File: config.mk
export PLATFORM = sky130hd
export DESIGN_NAME = desc_dma_engine
export DESIGN_NICKNAME = d
export VERILOG_FILES = /design/src/rtl/dma_pkg.sv /design/src/rtl/dma_desc_regs.sv /design/src/rtl/dma_status.sv /design/src/rtl/dma_walker.sv /design/src/rtl/desc_dma_engine.sv
export SDC_FILE = /design/constraint.sdc
export NUM_CORES = 1
export LEC_CHECK = 0
export BUFFER_PORTS_ARGS = -buffer_cell sky130_fd_sc_hd__clkbuf_2
export CORE_AREA = 2 2 136 138
export DETAILED_ROUTE_END_ITERATION = 12
export DIE_AREA = 0 0 138 140
export PLACE_DENSITY = 0.85
export SETUP_SLACK_MARGIN = 0.05
export SLEW_MARGIN = 20
export SYNTH_ARGS = -nofsm -noshare
export SYNTH_HDL_FRONTEND = slang
export SYNTH_SLANG_ARGS = --single-unit
export TNS_END_PERCENT = 10
File: constraint.sdc
create_clock -name clk -period 4.3 [get_ports clk]
set_clock_uncertainty 0.05 [all_clocks]
set_input_delay 0.215 -clock clk [delete_from_list [all_inputs] [get_ports clk]]
set_output_delay 0.215 -clock clk [all_outputs]
set_load 0.01 [all_outputs]
File: src/rtl/dma_pkg.sv
package dma_pkg;
  localparam int WORD_W   = 32;
  localparam int DESC_WORDS = 4;
  localparam int LEN_W    = 16;
  localparam int STATUS_W = 10;

  // control word bit positions
  localparam int C_OWN   = 31;
  localparam int C_ERR   = 30;
  localparam int C_NOIRQ = 1;
  localparam int C_LAST  = 2;
  localparam int C_CHAIN = 4;
  localparam int C_RING  = 5;

  // status bit positions
  localparam int S_TXDONE = 0;
  localparam int S_RXDONE = 1;
  localparam int S_BUSERR = 2;
  localparam int S_INVAL  = 4;
  localparam int S_ERRSUM = 5;
  localparam int S_NORM   = 8;
  localparam int S_ABN    = 9;

  typedef enum logic [2:0] {
    W_IDLE, W_FETCH, W_CHECK, W_BUF1, W_BUF2, W_WBACK
  } walk_state_t;
endpackage

File: src/rtl/dma_desc_regs.sv
module dma_desc_regs #(
  parameter int NWORDS = 4,
  parameter int DW     = 32,
  localparam int IW    = $clog2(NWORDS)
) (
  input  logic                       clk,
  input  logic                       rst,
  input  logic                       wr_en,
  input  logic [IW-1:0]              wr_idx,
  input  logic [DW-1:0]              wr_data,
  output logic [NWORDS-1:0][DW-1:0]  words
);
  for (genvar g = 0; g < NWORDS; g++) begin : g_word
    always_ff @(posedge clk) begin
      if (rst)
        words[g] <= '0;
      else if (wr_en && wr_idx == IW'(g))
        words[g] <= wr_data;
    end
  end
endmodule

File: src/rtl/dma_status.sv
module dma_status #(
  parameter int SW = 10
) (
  input  logic          clk,
  input  logic          rst,
  input  logic [SW-1:0] set_vec,
  input  logic          clr_we,
  input  logic [SW-1:0] clr_mask,
  input  logic          tx_ie,
  input  logic          rx_ie,
  output logic [SW-1:0] status,
  output logic          irq
);
  import dma_pkg::*;

  logic [SW-1:0] clr_eff;
  assign clr_eff = clr_we ? clr_mask : '0;

  always_ff @(posedge clk) begin
    if (rst) status <= '0;
    else     status <= (status & ~clr_eff) | set_vec;
  end

  assign irq = (status[S_TXDONE] & tx_ie) | (status[S_RXDONE] & rx_ie) | status[S_ABN];
endmodule

File: src/rtl/dma_walker.sv
module dma_walker #(
  parameter int AW = 32,
  localparam int DW = dma_pkg::WORD_W,
  localparam int NW = dma_pkg::DESC_WORDS,
  localparam int IW = $clog2(NW),
  localparam int LW = dma_pkg::LEN_W,
  localparam int SW = dma_pkg::STATUS_W
) (
  input  logic                   clk,
  input  logic                   rst,
  input  logic [AW-1:0]          cfg_base,
  input  logic                   cfg_enable,
  input  logic                   cfg_reset,
  input  logic                   cfg_dir,
  input  logic                   cfg_fixburst,
  input  logic [NW-1:0][DW-1:0]  desc,
  output logic                   cap_we,
  output logic [IW-1:0]          cap_idx,
  output logic [DW-1:0]          cap_data,
  output logic                   mem_req,
  output logic                   mem_we,
  output logic [AW-1:0]          mem_addr,
  output logic [DW-1:0]          mem_wdata,
  input  logic [DW-1:0]          mem_rdata,
  input  logic                   mem_ack,
  input  logic                   mem_err,
  output logic                   mv_req,
  output logic [AW-1:0]          mv_addr,
  output logic [LW:0]            mv_len,
  output logic                   mv_dir,
  output logic                   mv_fixed,
  input  logic                   mv_done,
  input  logic                   mv_err,
  output logic [SW-1:0]          set_vec
);
  import dma_pkg::*;

  walk_state_t   state;
  logic [AW-1:0] cur_q, base_q;
  logic [IW-1:0] idx_q;
  logic          en_q, dir_q, fix_q, err_q;

  logic [DW-1:0] ctrl_w, size_w;
  logic [LW-1:0] len_field;
  logic [AW-1:0] next_addr;
  logic          chained, has_buf2;

  assign ctrl_w    = desc[0];
  assign size_w    = desc[1];
  assign chained   = ctrl_w[C_CHAIN];
  assign has_buf2  = !chained && (size_w[2*LW-1:LW] != '0);
  assign next_addr = chained           ? desc[3][AW-1:0] :
                     ctrl_w[C_RING]    ? base_q :
                                         cur_q + AW'(NW * 4);

  always_ff @(posedge clk) begin
    if (rst) begin
      state   <= W_IDLE;
      cur_q   <= '0;
      base_q  <= '0;
      idx_q   <= '0;
      en_q    <= 1'b0;
      dir_q   <= 1'b0;
      fix_q   <= 1'b0;
      err_q   <= 1'b0;
      set_vec <= '0;
    end else begin
      en_q    <= cfg_enable;
      set_vec <= '0;
      if (cfg_reset) begin
        state <= W_IDLE;
      end else begin
        unique case (state)
          W_IDLE: if (cfg_enable && !en_q) begin
            cur_q  <= cfg_base;
            base_q <= cfg_base;
            idx_q  <= '0;
            dir_q  <= cfg_dir;
            fix_q  <= cfg_fixburst;
            state  <= W_FETCH;
          end
          W_FETCH: if (mem_ack) begin
            if (mem_err) begin
              set_vec[S_BUSERR] <= 1'b1;
              set_vec[S_ERRSUM] <= 1'b1;
              set_vec[S_ABN]    <= 1'b1;
              state <= W_IDLE;
            end else if (idx_q == IW'(NW - 1)) begin
              state <= W_CHECK;
            end else begin
              idx_q <= idx_q + 1'b1;
            end
          end
          W_CHECK: begin
            err_q <= 1'b0;
            if (!ctrl_w[C_OWN]) begin
              set_vec[S_INVAL]  <= 1'b1;
              set_vec[S_ERRSUM] <= 1'b1;
              set_vec[S_ABN]    <= 1'b1;
              state <= W_IDLE;
            end else begin
              state <= W_BUF1;
            end
          end
          W_BUF1: if (mv_done) begin
            err_q <= err_q | mv_err;
            state <= has_buf2 ? W_BUF2 : W_WBACK;
          end
          W_BUF2: if (mv_done) begin
            err_q <= err_q | mv_err;
            state <= W_WBACK;
          end
          W_WBACK: if (mem_ack) begin
            if (mem_err) begin
              set_vec[S_BUSERR] <= 1'b1;
              set_vec[S_ERRSUM] <= 1'b1;
              set_vec[S_ABN]    <= 1'b1;
              state <= W_IDLE;
            end else if (ctrl_w[C_LAST]) begin
              if (!ctrl_w[C_NOIRQ]) begin
                set_vec[dir_q ? S_TXDONE : S_RXDONE] <= 1'b1;
                set_vec[S_NORM] <= 1'b1;
              end
              state <= W_IDLE;
            end else begin
              cur_q <= next_addr;
              idx_q <= '0;
              state <= W_FETCH;
            end
          end
          default: state <= W_IDLE;
        endcase
      end
    end
  end

  // descriptor capture
  assign cap_we   = (state == W_FETCH) && mem_ack && !mem_err;
  assign cap_idx  = idx_q;
  assign cap_data = mem_rdata;

  // memory port
  assign mem_req   = (state == W_FETCH) || (state == W_WBACK);
  assign mem_we    = (state == W_WBACK);
  assign mem_addr  = (state == W_FETCH) ? cur_q + AW'({idx_q, 2'b00}) : cur_q;
  assign mem_wdata = {1'b0, err_q, ctrl_w[C_ERR-1:0]};

  // mover port
  assign len_field = (state == W_BUF2) ? size_w[2*LW-1:LW] : size_w[LW-1:0];
  assign mv_req    = (state == W_BUF1) || (state == W_BUF2);
  assign mv_addr   = (state == W_BUF2) ? desc[3][AW-1:0] : desc[2][AW-1:0];
  assign mv_len    = (len_field == '0) ? (LW+1)'(1) << LW : {1'b0, len_field};
  assign mv_dir    = dir_q;
  assign mv_fixed  = fix_q;
endmodule

File: src/rtl/desc_dma_engine.sv
module desc_dma_engine #(
  parameter int AW = 32,
  localparam int DW = dma_pkg::WORD_W,
  localparam int NW = dma_pkg::DESC_WORDS,
  localparam int IW = $clog2(NW),
  localparam int LW = dma_pkg::LEN_W,
  localparam int SW = dma_pkg::STATUS_W
) (
  input  logic          clk,
  input  logic          rst,
  input  logic [AW-1:0] cfg_base,
  input  logic          cfg_enable,
  input  logic          cfg_reset,
  input  logic          cfg_dir,
  input  logic          cfg_fixburst,
  input  logic          cfg_tx_ie,
  input  logic          cfg_rx_ie,
  input  logic          sts_clr_we,
  input  logic [SW-1:0] sts_clr_mask,
  output logic [SW-1:0] status,
  output logic          irq,
  output logic          mem_req,
  output logic          mem_we,
  output logic [AW-1:0] mem_addr,
  output logic [DW-1:0] mem_wdata,
  input  logic [DW-1:0] mem_rdata,
  input  logic          mem_ack,
  input  logic          mem_err,
  output logic          mv_req,
  output logic [AW-1:0] mv_addr,
  output logic [LW:0]   mv_len,
  output logic          mv_dir,
  output logic          mv_fixed,
  input  logic          mv_done,
  input  logic          mv_err
);
  logic [NW-1:0][DW-1:0] desc;
  logic                  cap_we;
  logic [IW-1:0]         cap_idx;
  logic [DW-1:0]         cap_data;
  logic [SW-1:0]         set_vec;

  dma_desc_regs #(.NWORDS(NW), .DW(DW)) u_regs (
    .clk(clk), .rst(rst), .wr_en(cap_we), .wr_idx(cap_idx),
    .wr_data(cap_data), .words(desc)
  );

  dma_walker #(.AW(AW)) u_walk (
    .clk(clk), .rst(rst), .cfg_base(cfg_base), .cfg_enable(cfg_enable),
    .cfg_reset(cfg_reset), .cfg_dir(cfg_dir), .cfg_fixburst(cfg_fixburst),
    .desc(desc), .cap_we(cap_we), .cap_idx(cap_idx), .cap_data(cap_data),
    .mem_req(mem_req), .mem_we(mem_we), .mem_addr(mem_addr),
    .mem_wdata(mem_wdata), .mem_rdata(mem_rdata), .mem_ack(mem_ack),
    .mem_err(mem_err), .mv_req(mv_req), .mv_addr(mv_addr), .mv_len(mv_len),
    .mv_dir(mv_dir), .mv_fixed(mv_fixed), .mv_done(mv_done), .mv_err(mv_err),
    .set_vec(set_vec)
  );

  dma_status #(.SW(SW)) u_stat (
    .clk(clk), .rst(rst), .set_vec(set_vec), .clr_we(sts_clr_we),
    .clr_mask(sts_clr_mask), .tx_ie(cfg_tx_ie), .rx_ie(cfg_rx_ie),
    .status(status), .irq(irq)
  );
endmodule

Word level (Yosys, flattened, before mapping). Index checks and enable logic that the tools add are counted.

Register bits: 221. Input bits: 87. Latch bits: 0. RAM bits: 0. Output and inout bits: 129. Memories kept: 0. Memory bits (read-only): 0.

Muxes and demuxes: 54. Div/mod/pow operators: 0. Bitwise logic cells: 12. Shift operators: 0. Reduce and logical (&&, ||, !) cells: 30. Order comparisons: 2. Equal/unequal tests: 19. Multipliers: 0. Add/sub/neg operators: 3.

Operators by type and width (number): 2-to-1 mux 32 bit (8); case mux 32 bit (2 select lines) (1); 2-to-1 mux 10 bit (4); adder 32 x 4 -> 32 bit (1); adder 32 x 5 -> 32 bit, second input constant (1); greater-or-equal comparator 32 x 1 -> 1 bit, second input constant (1); < comparator 32 x 6 -> 1 bit, second input constant (1); 2-to-1 mux 3 bit (8); 2-to-1 mux 2 bit (11); case mux 3 bit (6 select lines) (1); 2-to-1 mux 17 bit (1); zero test 16 bit (1); 2-to-1 mux 16 bit (1); nonzero test 16 bit (1); inequality test 2 bit, second input constant (7); 2-to-1 mux 1 bit (12); AND reduction 6 bit (2); AND 10 bit (1); NOT 10 bit (1); bitwise OR 10 bit (1); logical AND 1 bit (9); AND reduction 9 bit (1); OR reduction 7 bit (1); == test 3 x 2 -> 1 bit, second input constant (2); other kinds (23) (42).

Logic depth before layout (Yosys ltp).
Depth in word-level cells: 10. Depth in mapped cells: 11.

By module. From an unflattened synthesis, not the netlist that was laid out.

Cells, all modules: 1319. Area, all modules: 11776.3 µm².

Modules (own cells, without submodules): dma_walker (area each 6258.5 µm², cells each 822, sequential area each 1581.5 µm², instances 1); dma_desc_regs (area each 5063.6 µm², cells each 454, sequential area each 2562.5 µm², instances 1); dma_status (area each 454.2 µm², cells each 43, sequential area each 200.2 µm², instances 1).

Worst setup path before layout. OpenSTA, ideal clock, no wires.

Path type: register to output. Start point: register u_walk.state[2]. End point: output mv_len[16]. Data required time: 4.035 ns. Slack: 2.004 ns. Arrival time: 2.031 ns. Stages on the path, launching flop included: 7. Cells stage by stage: dfxtp_1 -> buf_2 -> nor3b_1 -> buf_2 -> mux2_2 -> nor4_1 -> and4_1.

Word-level cells in the longest chain between the ends: 4.

Ends and longest elaborated chain: start, declared (line dma_walker.sv:38) `walk_state_t state;`; start signal, assigned (line dma_walker.sv:107) `state <= has_buf2 ? W_BUF2 : W_WBACK;`; == test 3 bit (line dma_walker.sv:149) `assign len_field = (state == W_BUF2) ? size_w[2*LW-1:LW] : size_w[LW-1:0];`; 2-to-1 mux 16 bit (line dma_walker.sv:149); zero test 16 bit (line dma_walker.sv:152) `assign mv_len = (len_field == '0) ? (LW+1)'(1) << LW : {1'b0, len_field};`; 2-to-1 mux 17 bit (line dma_walker.sv:152); end, declared (line desc_dma_engine.sv:31) `output logic [LW:0] mv_len,`.

No other way between the ends.

Worst setup path after layout.
Start point: register u_walk.state[0]. End point: output mem_addr[25].

Word-level cells in the longest chain between the ends: 2.

Ends and longest elaborated chain: == test 3 x 1 -> 1 bit (line dma_walker.sv:145) `assign mem_addr = (state == W_FETCH) ? cur_q + AW'({idx_q, 2'b00}) : cur_q;`; 2-to-1 mux 32 bit (line dma_walker.sv:145); end, declared (line desc_dma_engine.sv:24) `output logic [AW-1:0] mem_addr,`.

No other way between the ends.

==> results.md <==
- Status: completed
- Vias per Instance: 5.96
- DR DRC count: 0
- Period utilization: 0.779
- # hold bufs at CTS: 79
- Clk_lat worst skew: 0.53 ns
- Setup tns final: 0 ns
- # rows: 49
- Chip width: 138 um
- Critical path endpoint category: primary output
- Distinct cell type count after synthesis: 64
- Detailed Place HPWL: 21200 um
- CP Launch Point: u_walk.state[0]$_SDFFE_PP0P_
- Worst r2r dst: u_walk.cur_q[31]$_SDFFE_PP0P_
- Mapped Cells: 1334
- Post-synth EDFFs: 0
- Commonest non-fill, non-tap cell in the layout: nand2_1
- PD cells: 351 nW/um2
- Routing usage on met3: 0.0585
- Synth Net Count: 1429
- Diode count: 0
- Synthesis-to-layout area growth: 22.5%
- Fin. Hold Viols: 0
- Crit path required time: 4.03 ns
- Grt met2 use: 0.548
- Clock Pin Slew Worst Setup and Hold Paths: 0.07 ns
- Core footprint: 17800 um2
- Post-DP Area: 11300 um2
- Layout cells sized above 1: 0.220
- Cell area after synthesis: 10500 um2
- Routed Antenna Nets: 0
- Global-route wire length before repair: 52800 um
- Max Fclk: 0.298 GHz
- Ys Warns: 0
- Final setup viols: 0
- WL final: 33300 um
- Slew headroom: 0.212
- Largest net degree at the start of global routing: 107
- Layer with the highest usage: met2
- Main flop type after synthesis: dfxtp_1
- Hold path start: mv_err
- Die Ht: 140 um
- Nets: 1622
- Top-Level Pins: 216
- Register area share after synthesis: 0.410
- DRT iter0 DRCs: 1134
- Initial antenna violation count: 0
- Vias in the first global route: 9994
- Length in cells of the worst reg-to-reg path: 10
- Arrival @ worst endpoint: 3.09 ns
- Finished Cell Area: 12900 um2
- Die area: 19300 um2
- Most frequent cells in the layout: 336 x nand2_1, 215 x dfxtp_1, 213 x clkbuf_2
- Unrepaired setup endpoints after global routing: no
- CTS tree: yes
- H-tree levels: 1
- Setup bufs post-CTS: 0
- Fillers: 1367
- IO Port Bufs: 214
- WL/cell: 18.8 um
- Slew @ Worst Pin: 1.18 ns
- Worst flop-to-flop path startpoint: u_walk.state[0]$_SDFFE_PP0P_
- Via Count: 10600
- Crit path kind: flop to primary output
- Max rail drop VDD: 0.336 mV
- FF+latch count, synth: 216
- Clk sinks: 216
- Root Buffer: clkbuf_16
- Post-cts repair resize count: 0
- Routing usage on met1: 0.420
- Max FO, Critical Path: 14
- FFs w/ async S/R, synth: 0
- Min Hold Slack: 0.0148 ns
- R2r setup slk: 1.32 ns
- Starting density of the core: 0.593
- Tmin final: 3.35 ns
- Drt first pass iters: 7
- Syn Area/Cell: 7.90 um2
- Pins Over Slew Limit: 0
- End point of the critical path: mem_addr[25]
- All-layer global routing usage: 0.331
- Worst hold stages: 3
- CTS buffer count: 23
- Max Cap Viol: 0
- Type of origin of the critical path: flop
- Leak: 0.00504 uW
- Routability cong.: 0.922
- Worst Hold Class: input port to flop
- Deepest clock path buffer count: 3
- Grt ovf: 0
## where the power goes
group          leakage [uW]  internal (uW)  switching (uW)
sequential          0.00175           2040            55.1
combinational       0.00291            164             215
clock              0.000387           1190             870
## critical path, cell delays in order, from the launching register on
cell,delay (ns)
dfxtp_1,0.56
or3b_4,0.55
nor4_4,0.38
and3_1,0.37
nand4_4,0.16
nor2_1,0.21
xor2_1,0.17
clkbuf_2,0.16
## cells in the mapped netlist, types with 6 or more instances
cell type  instances  area (um2)
a221o_1            7        70.1
and3_1             8        50.1
nor2_1            68         255
dfxtp_1          216        4320
nand4_1           10        62.6
or3_1              7        43.8
ha_1               7        87.6
buf_4             39         293
o21ai_0           47         235
inv_1             14        52.6
clkbuf_1          69         259
a221oi_1           7        61.3
nand2_1          337        1260
and2_1             8        50.1
nand2b_1           7        43.8
xnor2_1           25         219
and4_1             6        52.6
nor3_1            16        80.1
buf_2             29         145
nand3_1           16        80.1
nor4_1            12        75.1
a31oi_1            6        37.5
a21oi_1          183         916
o211ai_1          19         143
mux2_2            49         552
mux2i_1           37         370
xor2_1            17         149
## worst min path at each step
stage,endpoint
final,u_walk.err_q$_SDFFE_PP0P_
after detailed placement,u_stat.status[4]$_SDFF_PP0_
after floorplan,u_walk.set_vec[2]$_SDFF_PP0_
after CTS,u_walk.err_q$_SDFFE_PP0P_
after global routing,u_walk.err_q$_SDFFE_PP0P_
after global placement,u_stat.status[0]$_SDFF_PP0_
## flip-flops by register name, indices dropped and copies added (netlist names)
name,count
u_regs.words,127
u_stat.status,10
u_walk.base_q,32
u_walk.cap_idx,2
u_walk.cur_q,32
u_walk.en_q,1
u_walk.err_q,1
u_walk.mv_dir,1
u_walk.mv_fixed,1
u_walk.set_vec,6
u_walk.state,3
## through the flow
step	cells	setup WS, ns	total power (uW)	util
after floorplan	1334	2.00	2320	-
after global placement	1652	1.61	2440	0.638
after detailed placement	1652	1.50	2450	0.638
after CTS	1773	0.962	4540	0.727
after global routing	1773	0.811	4670	0.727
final	1773	0.949	4540	0.727
## cells by family after synthesis
logic type | share of synthesized area
AO/OA/AOI/OAI | 0.170
XOR/XNOR | 0.0349
adder cells (fa/ha/maj) | 0.0102
buffers and inverters | 0.0733
flip-flops | 0.410
multiplexers | 0.0874
other | 0.000356
AND/OR/NAND/NOR | 0.213
## cell type report
type	instances	area (um2)	area share
Multi-Input combinational cell	961	5470	0.424
Sequential cell	216	4330	0.335
Timing Repair Buffer	310	2000	0.154
Clock buffer	24	589	0.0456
Tap cell	229	287	0.0222
Clock inverter	18	195	0.0151
Inverter	15	56.3	0.00436
## per-layer routing
layer | wire length (um) | up-vias
li1 | - | 4910
met3 | 2690 | 133
met4 | 1740 | 0
met5 | 0 | -
met2 | 15600 | 596
met1 | 13300 | 4932
No activity file was read; power rests on OpenSTA's default activity.
